**config.mk**
```make
export PLATFORM = sky130hd
export DESIGN_NAME = bdt_tracker
export DESIGN_NICKNAME = d
export VERILOG_FILES = /design/src/rtl/bdt_pkg.sv /design/src/rtl/bdt_sched.sv /design/src/rtl/bdt_chan.sv /design/src/rtl/bdt_tracker.sv
export SDC_FILE = /design/constraint.sdc
export NUM_CORES = 1
export LEC_CHECK = 0
export BUFFER_PORTS_ARGS = -buffer_cell sky130_fd_sc_hd__buf_4
export CORE_MARGIN = 1
export CORE_UTILIZATION = 61
export DETAILED_ROUTE_END_ITERATION = 12
export HOLD_SLACK_MARGIN = 0.06
export PLACE_DENSITY_LB_ADDON = 0.15
export SLEW_MARGIN = 40
export SYNTH_ARGS = -nofsm -noshare
export SYNTH_HDL_FRONTEND = slang
export SYNTH_SLANG_ARGS = --single-unit
export TNS_END_PERCENT = 1
```
**constraint.sdc**
```tcl
create_clock -name clk -period 5.8 [get_ports clk]
set_clock_uncertainty 0.15 [all_clocks]
set_input_delay 1.16 -clock clk [delete_from_list [all_inputs] [get_ports clk]]
set_output_delay 1.16 -clock clk [all_outputs]
set_load 0.03 [all_outputs]
```
**src/rtl/bdt_pkg.sv**
```systemverilog
`timescale 1ns/1ps
package bdt_pkg;

  typedef enum logic [1:0] {
    PH_BOOT  = 2'd0,
    PH_WAKE  = 2'd1,
    PH_MEAS  = 2'd2,
    PH_SLEEP = 2'd3
  } phase_t;

  function automatic int imax(input int a, input int b);
    return (a > b) ? a : b;
  endfunction

endpackage

```
**src/rtl/bdt_sched.sv**
```systemverilog
`timescale 1ns/1ps
module bdt_sched
  import bdt_pkg::*;
#(
  parameter int STARTUP_CYC    = 50000,
  parameter int WAKE_CYC       = 500,
  parameter int FAST_SLEEP_CYC = 16000,
  parameter int SLOW_SLEEP_CYC = 64000
) (
  input  logic clk,
  input  logic rst_n,
  input  logic speed_fast,
  input  logic cal_active,
  input  logic accept,
  input  logic cal_after,
  output logic boot_done,
  output logic acq_start,
  output logic meas_open
);
  localparam int MAXC = imax(imax(STARTUP_CYC, WAKE_CYC), imax(FAST_SLEEP_CYC, SLOW_SLEEP_CYC));
  localparam int CW   = $clog2(MAXC + 1);

  phase_t        ph;
  logic [CW-1:0] cnt;
  logic [CW-1:0] sleep_last;

  assign sleep_last = speed_fast ? CW'(FAST_SLEEP_CYC - 1) : CW'(SLOW_SLEEP_CYC - 1);
  assign boot_done  = (ph == PH_BOOT) && (cnt == CW'(STARTUP_CYC - 1));
  assign meas_open  = (ph == PH_MEAS) && !acq_start;

  always_ff @(posedge clk) begin
    if (!rst_n) begin
      ph        <= PH_BOOT;
      cnt       <= '0;
      acq_start <= 1'b0;
    end else begin
      acq_start <= 1'b0;
      case (ph)
        PH_BOOT: begin
          if (boot_done) begin
            ph  <= PH_WAKE;
            cnt <= '0;
          end else begin
            cnt <= cnt + 1'b1;
          end
        end
        PH_WAKE: begin
          if (cnt == CW'(WAKE_CYC - 1)) begin
            ph        <= PH_MEAS;
            cnt       <= '0;
            acq_start <= 1'b1;
          end else begin
            cnt <= cnt + 1'b1;
          end
        end
        PH_MEAS: begin
          if (accept) begin
            if (cal_after) begin
              acq_start <= 1'b1;
            end else begin
              ph  <= PH_SLEEP;
              cnt <= '0;
            end
          end
        end
        default: begin
          if (cal_active || cnt == sleep_last) begin
            ph  <= PH_WAKE;
            cnt <= '0;
          end else begin
            cnt <= cnt + 1'b1;
          end
        end
      endcase
    end
  end

endmodule

```
**src/rtl/bdt_chan.sv**
```systemverilog
`timescale 1ns/1ps
module bdt_chan
  import bdt_pkg::*;
#(
  parameter int W          = 16,
  parameter int CAL_LOG2   = 3,
  parameter int TOWARD_ACQ = 188,
  parameter int AWAY_ACQ   = 63
) (
  input  logic         clk,
  input  logic         rst_n,
  input  logic         take,
  input  logic         cal_clear,
  input  logic         cal_add,
  input  logic         cal_load,
  input  logic         trk_en,
  input  logic [W-1:0] sample,
  output logic [W-1:0] ref_q,
  output logic [W-1:0] delta
);
  localparam int SW = W + CAL_LOG2;
  localparam int DW = $clog2(imax(TOWARD_ACQ, AWAY_ACQ) + 1);

  logic [SW-1:0] sum_q;
  logic [SW-1:0] sum_nxt;
  logic [W-1:0]  sig_q;
  logic [DW-1:0] dn_q;
  logic [DW-1:0] up_q;

  assign sum_nxt = sum_q + SW'(sample);
  assign delta   = ref_q - sig_q;

  always_ff @(posedge clk) begin
    if (!rst_n) begin
      sig_q <= '0;
    end else if (take) begin
      sig_q <= sample;
    end
  end

  always_ff @(posedge clk) begin
    if (!rst_n) begin
      sum_q <= '0;
      ref_q <= '0;
      dn_q  <= '0;
      up_q  <= '0;
    end else if (cal_clear) begin
      sum_q <= '0;
      dn_q  <= '0;
      up_q  <= '0;
    end else if (cal_add) begin
      sum_q <= sum_nxt;
    end else if (cal_load) begin
      ref_q <= sum_nxt[SW-1:CAL_LOG2];
      sum_q <= '0;
      dn_q  <= '0;
      up_q  <= '0;
    end else if (trk_en) begin
      if (sample < ref_q) begin
        up_q <= '0;
        if (dn_q == DW'(TOWARD_ACQ - 1)) begin
          ref_q <= ref_q - 1'b1;
          dn_q  <= '0;
        end else begin
          dn_q <= dn_q + 1'b1;
        end
      end else if (sample > ref_q) begin
        dn_q <= '0;
        if (up_q == DW'(AWAY_ACQ - 1)) begin
          ref_q <= ref_q + 1'b1;
          up_q  <= '0;
        end else begin
          up_q <= up_q + 1'b1;
        end
      end else begin
        dn_q <= '0;
        up_q <= '0;
      end
    end
  end

endmodule

```
**src/rtl/bdt_tracker.sv**
```systemverilog
`timescale 1ns/1ps
module bdt_tracker
  import bdt_pkg::*;
#(
  parameter int N_CH           = 4,
  parameter int W              = 16,
  parameter int CAL_LOG2       = 3,
  parameter int STARTUP_CYC    = 50000,
  parameter int WAKE_CYC       = 500,
  parameter int FAST_SLEEP_CYC = 16000,
  parameter int SLOW_SLEEP_CYC = 64000,
  parameter int TOWARD_ACQ     = 188,
  parameter int AWAY_ACQ       = 63
) (
  input  logic            clk,
  input  logic            rst_n,
  input  logic            smp_valid,
  output logic            smp_ready,
  input  logic [N_CH*W-1:0] smp_data,
  input  logic [N_CH-1:0] det_in,
  input  logic            recal_req,
  input  logic            speed_fast,
  output logic [N_CH*W-1:0] ref_out,
  output logic [N_CH*W-1:0] delta_out,
  output logic            calibrating,
  output logic            acq_start
);
  logic                cal_q;
  logic [CAL_LOG2-1:0] cal_cnt;
  logic                boot_done;
  logic                cal_start;
  logic                accept;
  logic                cal_last;
  logic                cal_after;
  logic                meas_open;
  logic                c_add;
  logic                c_load;
  logic                c_trk;

  assign accept    = smp_valid && meas_open;
  assign smp_ready = meas_open;
  assign cal_start = boot_done || recal_req;
  assign cal_last  = (cal_cnt == {CAL_LOG2{1'b1}});
  assign cal_after = cal_start || (cal_q && !cal_last);
  assign c_add     = accept && cal_q && !cal_last && !cal_start;
  assign c_load    = accept && cal_q && cal_last && !cal_start;
  assign c_trk     = accept && !cal_q && !cal_start && !(|det_in);
  assign calibrating = cal_q;

  always_ff @(posedge clk) begin
    if (!rst_n) begin
      cal_q   <= 1'b0;
      cal_cnt <= '0;
    end else if (cal_start) begin
      cal_q   <= 1'b1;
      cal_cnt <= '0;
    end else if (accept && cal_q) begin
      cal_cnt <= cal_cnt + 1'b1;
      if (cal_last) cal_q <= 1'b0;
    end
  end

  bdt_sched #(
    .STARTUP_CYC   (STARTUP_CYC),
    .WAKE_CYC      (WAKE_CYC),
    .FAST_SLEEP_CYC(FAST_SLEEP_CYC),
    .SLOW_SLEEP_CYC(SLOW_SLEEP_CYC)
  ) u_sched (
    .clk       (clk),
    .rst_n     (rst_n),
    .speed_fast(speed_fast),
    .cal_active(cal_q),
    .accept    (accept),
    .cal_after (cal_after),
    .boot_done (boot_done),
    .acq_start (acq_start),
    .meas_open (meas_open)
  );

  for (genvar c = 0; c < N_CH; c++) begin : g_ch
    bdt_chan #(
      .W         (W),
      .CAL_LOG2  (CAL_LOG2),
      .TOWARD_ACQ(TOWARD_ACQ),
      .AWAY_ACQ  (AWAY_ACQ)
    ) u_ch (
      .clk      (clk),
      .rst_n    (rst_n),
      .take     (accept),
      .cal_clear(cal_start),
      .cal_add  (c_add),
      .cal_load (c_load),
      .trk_en   (c_trk),
      .sample   (smp_data[c*W +: W]),
      .ref_q    (ref_out[c*W +: W]),
      .delta    (delta_out[c*W +: W])
    );
  end

endmodule

```
After elaboration in Yosys (flattened, before gate mapping)
Cells that the tools add are included.

storage, ports and cells
  register bits after elaboration = 291
  output and inout bits = 131
  word-level logic and storage cells = 213

operators by class
  add/sub/neg operators = 26
  $lt $le $gt $ge = 8
  eq/ne operators = 22
  muxes and demuxes = 85
  bitwise operators = 3
  reduce and logical (&&, ||, !) cells = 44

operators by type and width
  kind                     count
  $mux W16                 30
  $mux W8                  36
  $mux W19                 5
  $add A16 B1 Y16 const B  5
  $add A19 B16 Y19         4
  $add A8 B1 Y8 const B    8
  $gt A16 B16 Y1           4
  $lt A16 B16 Y1           4
  $sub A16 B1 Y16 const B  4
  $sub A16 B16 Y16         4
  $pmux W16 S3             1
  $eq A8 B6 Y1 const B     4
  $eq A8 B8 Y1 const B     4
  $reduce_and A6 Y1        4
  $reduce_bool A3 Y1       8
  $eq A16 B16 Y1           1
  $eq A16 B16 Y1 const B   1
  $eq A16 B9 Y1 const B    1
  $logic_and A1 B1 Y1      12
  $ne A3 B3 Y1 const B     4
  $mux W2                  5
  $reduce_bool A2 Y1       4
  $mux W1                  6
  $ne A2 B2 Y1 const B     3
  16 further kinds         26

Depth between registers and ports, before layout
  word-level depth = 8
  depth in mapped cells = 18
  gate-level depth less buffers = 18

Modules after synthesis
Synthesis repeated with hierarchy kept, for this count alone.

second synthesis, totals
  cell total of the unflattened synthesis = 2925
  area total of the unflattened synthesis = 23151.0 µm²

by module, submodules not included
  module                       times used  cells an instance  area each (µm²)  sequential area each (µm²)
  bdt_chan (g_ch[1].u_ch ...)  2           703                5560.3           1341.3
  bdt_chan (g_ch[0].u_ch)      1           703                5434.0           1341.3
  bdt_chan (g_ch[3].u_ch)      1           652                5163.7           1341.3
  bdt_sched                    1           136                1139.8           380.4
  bdt_tracker                  1           28                 292.8            80.1

Least setup slack after synthesis
Ideal clock, no wire load.

  kind = input to register
  start = input smp_data[1]
  end = register g_ch[0].u_ch.ref_q[15]
  library setup time = 0.074 ns
  arrival = 5.067 ns
  required time = 5.576 ns
  path slack = 0.509 ns
  cell stages on the path = 16
  buffers on the path = 0
  cell sequence = ha_1 nor2b_1 o21a_1 o21ai_0 a21oi_2 a2111oi_4 ha_1 a211oi_1 o21ai_0 nand4_1 a21boi_0 o31a_1 o21a_1 o21a_1 or4b_1 a31oi_1

on the way
  longest elaborated chain between the ends = 4
  elaborated cells on any way between the ends = 10
  those cells by class = 1 x add/sub; 2 x order compare; 1 x eq/ne; 3 x mux; 3 x reduce/logical

ends and longest elaborated chain
  element                                                 RTL line           RTL
  from (decl)                                             bdt_tracker.sv:19  input logic [N_CH*W-1:0] smp_data,
  branches (longest 4 deep; another with $lt A16 B16 Y1)  -
  to (signal assigned)                                    bdt_chan.sv:54     ref_q <= sum_nxt[SW-1:CAL_LOG2];
  to (signal assigned)                                    bdt_chan.sv:62     ref_q <= ref_q - 1'b1;
  to (signal assigned)                                    bdt_chan.sv:70     ref_q <= ref_q + 1'b1;
  to (decl)                                               bdt_chan.sv:18     output logic [W-1:0] ref_q,

Several ways; the timed one is not identified. The select of a mux whose other input is x is not followed.
A chain may end at the register's enable or synchronous reset.

Final worst setup path
  start = register g_ch[0].u_ch.ref_q[0]
  end = output delta_out[14]

on the way
  longest elaborated chain between the ends = 1

ends and longest elaborated chain
  element           RTL line           RTL
  $sub A16 B16 Y16  bdt_chan.sv:31     assign delta = ref_q - sig_q;
  to (decl)         bdt_tracker.sv:24  output logic [N_CH*W-1:0] delta_out,

No other way between the ends.

==> impl_metrics.tcl <==
set metrics [dict create \
    synth-compound-area-share 0.212 \
    synth-edff-count 0 \
    status "complete, no violations" \
    max_stage_delay_ns 0.45 \
    max_slew.worst_pin.slew_ns 0.817 \
    drc 0 \
    top_usage_layer "met2" \
    clkTransAtPathRegs_ns 0.05 \
    post_cts_resized 0 \
    holdCritPathClass "flop to flop" \
    clk_path_buf_depth 3 \
    drv_slew 0 \
    fin_crit_ns 5.05 \
    synth_top_family_by_area "compound AO/OA/AOI/OAI gates" \
    ff2ff_setup_slack_ns 0.91 \
    die_x_um 189 \
    grt_util_met3 0.0317 \
    hold_start "g_ch[0].u_ch.sig_q[9]$_SDFFE_PN0P_" \
    n_antenna_cell 0 \
    use_met1 0.398 \
    worstReg2RegStart "g_ch[0].u_ch.ref_q[1]$_SDFFE_PN0P_" \
    via_count 20301 \
    hold_viol_final 0 \
    netlist_instances 2758 \
    avgSynthCellArea_um2 7.77 \
    fp-row-count 68 \
    drive_gt1_frac 0.110 \
    crit_fanout 6 \
    worstHoldEndpoint "g_ch[0].u_ch.sig_q[9]$_SDFFE_PN0P_" \
    core_area_um2 34500 \
    overflow 0 \
    die_h_um 189 \
    grt.met2_usage 0.557 \
    wl_mm 57.2 \
    period_share 0.870 \
    worstSetupStartpointType "flop" \
    cpMostUsedCell "o21ai_0" \
    dr.first_iter.drc_count 1085 \
    hold_depth 2 \
    synthFlopType "dfxtp_1" \
    p_total_mw 4.97 \
    cts-root-buf "clkbuf_16" \
    crit_path_end_kind "output port" \
    peakVddDrop_mv 0.167 \
    rr_worst_depth 18 \
    dpl_worst_slack_ns 0.268 \
    nets 3275 \
    maxCapViolCount 0 \
    clock-sinks 291 \
    synthArstFlopShare 0 \
    synth_adder_area_share 0.165 \
    routed_via_density 5.96 \
    cp_top_family "compound AO/OA/AOI/OAI gates" \
    synthXorXnorAreaFrac 0.0924 \
    cts_buffers 35 \
    rsz0062_at_grt "no" \
    crit_required_ns 4.49 \
    critical_path_depth 13 \
    cts_hold_buf 0 \
    tns_ns 0 \
    muxShareOfSynthArea 0.00859 \
    antenna_left 0 \
    ys_warn_count 0 \
    port_buffers 203 \
    setup_violations 0 \
    grt_first_pass_wirelength_mm 94.5 \
    cts_tree "yes" \
    synth_nets 3107 \
    crit_type "flop to output port" \
    insertion_delay_ns 0.51 \
    cts_htree_levels 2 \
    ys_ff_latch 291 \
    antenna_found_initial 0 \
    place_area_um2 23400 \
    setup_slack_ns 0.754 \
    hpwl_mm 41.2 \
    synth-simple-area-share 0.200 \
    post_cts_buffers 0 \
    grt_max_degree 86 \
    die-area_um2 35900 \
    wl_per_cell_um 16.8 \
    r2r-end "g_ch[0].u_ch.ref_q[15]$_SDFFE_PN0P_" \
    start_util 0.620 \
    io-pin-count 204 \
    synthesis.area_um2 21400 \
    grt_util_all_layers 0.314 \
    powerDensity_nw_per_um2 202 \
    ys_types 79 \
    hold_slack_ns 0.303 \
    arrival_ns 3.74 \
    area_delta_synth_final_pct 15.0 \
    firstDrtPassIters 8 \
    gp_congestion 0.902 \
    max_freq_mhz 198 \
    grt_pass1_vias 19877 \
    p_leak_nw 10.3 \
    crit_chain "inv_1 -> ha_1 -> fa_1 -> nor2b_1 -> o21ai_0 -> a21boi_0 -> o21ai_0 -> a21oi_1 -> o21ai_0 -> a21oi_1 -> nand4_1 -> o311ai_0 -> buf_4" \
    design_area_um2 24600 \
    cp_num_buf_inv 2 \
    cp_slowest_cell "fa_1" \
    seq_area_frac_synth 0.272 \
    slew_headroom 0.455 \
]
==> per-layer routing <==
metal	vias to the layer above	wire (um)
met5	-	0
li1	10040	-
met1	9624	25300
met2	535	27800
met3	102	2810
met4	0	1270
==> power breakdown <==
group	switching [mW]	internal, mW
registers	0.0155	2.01
logic	0.357	0.238
clock network	0.876	1.47
total	1.25	3.72
==> cell type report <==
cell class | instances | area [um^2]
flip-flops and latches | 291 | 5830
clock inverters | 11 | 184
fillers | 2831 | 9920
well taps | 455 | 569
repair buffers | 224 | 1720
clock buffers | 49 | 1040
multi-input cells | 2186 | 14600
inverters | 188 | 707
==> Yosys cell counts, drive strengths merged (11+ instances only) <==
cell	instances	area, um^2
a31oi	24	150
a21boi	12	90.1
clkbuf	67	251
dfxtp	291	5830
a21o	58	435
ha	264	3300
o21bai	14	105
a22oi	40	300
nor3b	11	82.6
a211o	11	96.3
and3	26	168
fa	12	240
o21ai	118	591
nor2	325	1220
inv	188	706
a211oi	42	315
nand2b	22	138
xnor2	124	1090
nor3	70	350
o211ai	11	82.6
nor2b	29	181
nand4	41	257
o21a	26	195
or3	19	124
buf	26	118
a21oi	295	1500
nand2	289	1080
mux2i	15	150
nand3	65	325
a31o	11	96.3
xor2	102	893
==> worst max path at each step <==
stage                                       startpoint                                   to  slack, ns
detailed placement                         smp_data[1]  g_ch[0].u_ch.ref_q[15]$_SDFFE_PN0P_       0.27
CTS                 g_ch[0].u_ch.ref_q[0]$_SDFFE_PN0P_                        delta_out[14]       0.75
finish              g_ch[0].u_ch.ref_q[0]$_SDFFE_PN0P_                        delta_out[14]       0.75
global route        g_ch[0].u_ch.ref_q[0]$_SDFFE_PN0P_                        delta_out[14]       0.46
global placement                           smp_data[1]  g_ch[0].u_ch.ref_q[15]$_SDFFE_PN0P_       0.33
floorplan                                  smp_data[1]  g_ch[0].u_ch.ref_q[15]$_SDFFE_PN0P_       0.51
==> registers in the layout, summed over array words and instances (netlist names) <==
name and cells:
cal_cnt 3, calibrating 1, g_ch.u_ch.dn_q 32, g_ch.u_ch.ref_q 64, g_ch.u_ch.sig_q 64, g_ch.u_ch.sum_q 76, g_ch.u_ch.up_q 32, u_sched.acq_start 1
u_sched.cnt 16, u_sched.ph 2
==> cells in the final DEF, fill, tap and decap left out, types with 7 or more instances in the layout <==
master | netlist | final
nor2_1 | 325 | 323
dfxtp_1 | 291 | 291
a21oi_1 | 291 | 290
nand2_1 | 289 | 286
ha_1 | 264 | 263
buf_4 | 1 | 219
inv_1 | 187 | 187
xnor2_1 | 124 | 124
o21ai_0 | 111 | 111
xor2_1 | 102 | 102
nor3_1 | 70 | 70
nand3_1 | 65 | 63
a21o_1 | 58 | 58
a211oi_1 | 42 | 42
nand4_1 | 41 | 41
a22oi_1 | 40 | 40
clkbuf_16 | 0 | 37
nor2b_1 | 29 | 29
o21a_1 | 26 | 26
and3_1 | 25 | 25
a31oi_1 | 24 | 24
nand2b_1 | 22 | 22
or3_1 | 18 | 18
mux2i_1 | 15 | 15
o21bai_1 | 14 | 14
a21boi_0 | 12 | 12
fa_1 | 12 | 12
o211ai_1 | 11 | 11
a211o_1 | 11 | 11
a31o_2 | 11 | 11
nor3b_1 | 11 | 11
a311oi_1 | 10 | 10
and2_1 | 10 | 9
o31ai_1 | 8 | 8
o21ai_1 | 7 | 7
clkbuf_8 | 0 | 7
==> stage by stage <==
stage,cells,util
floorplan,2758,-
global placement,3342,0.676
detailed placement,3344,0.677
CTS,3404,0.713
global route,3404,0.713
finish,3404,0.713
==> logic make-up (layout without fill, tap and decap cells) <==
group           after synthesis  in the layout
flops                       291            291
fa+ha+maj                   276            276
simple gates                942            942
compound gates              724            724
xor+xnor                    226            226
mux                          18             18
buf+inv                     281            472
==> worst min-delay path: cells and delay by family (launching register included) <==
family           cells  cell delay (ns)
flip-flops           1             0.30
AND/OR/NAND/NOR      1             0.05
AO/OA/AOI/OAI        1             0.05
Note: power is estimated with default switching activity, not from simulation.
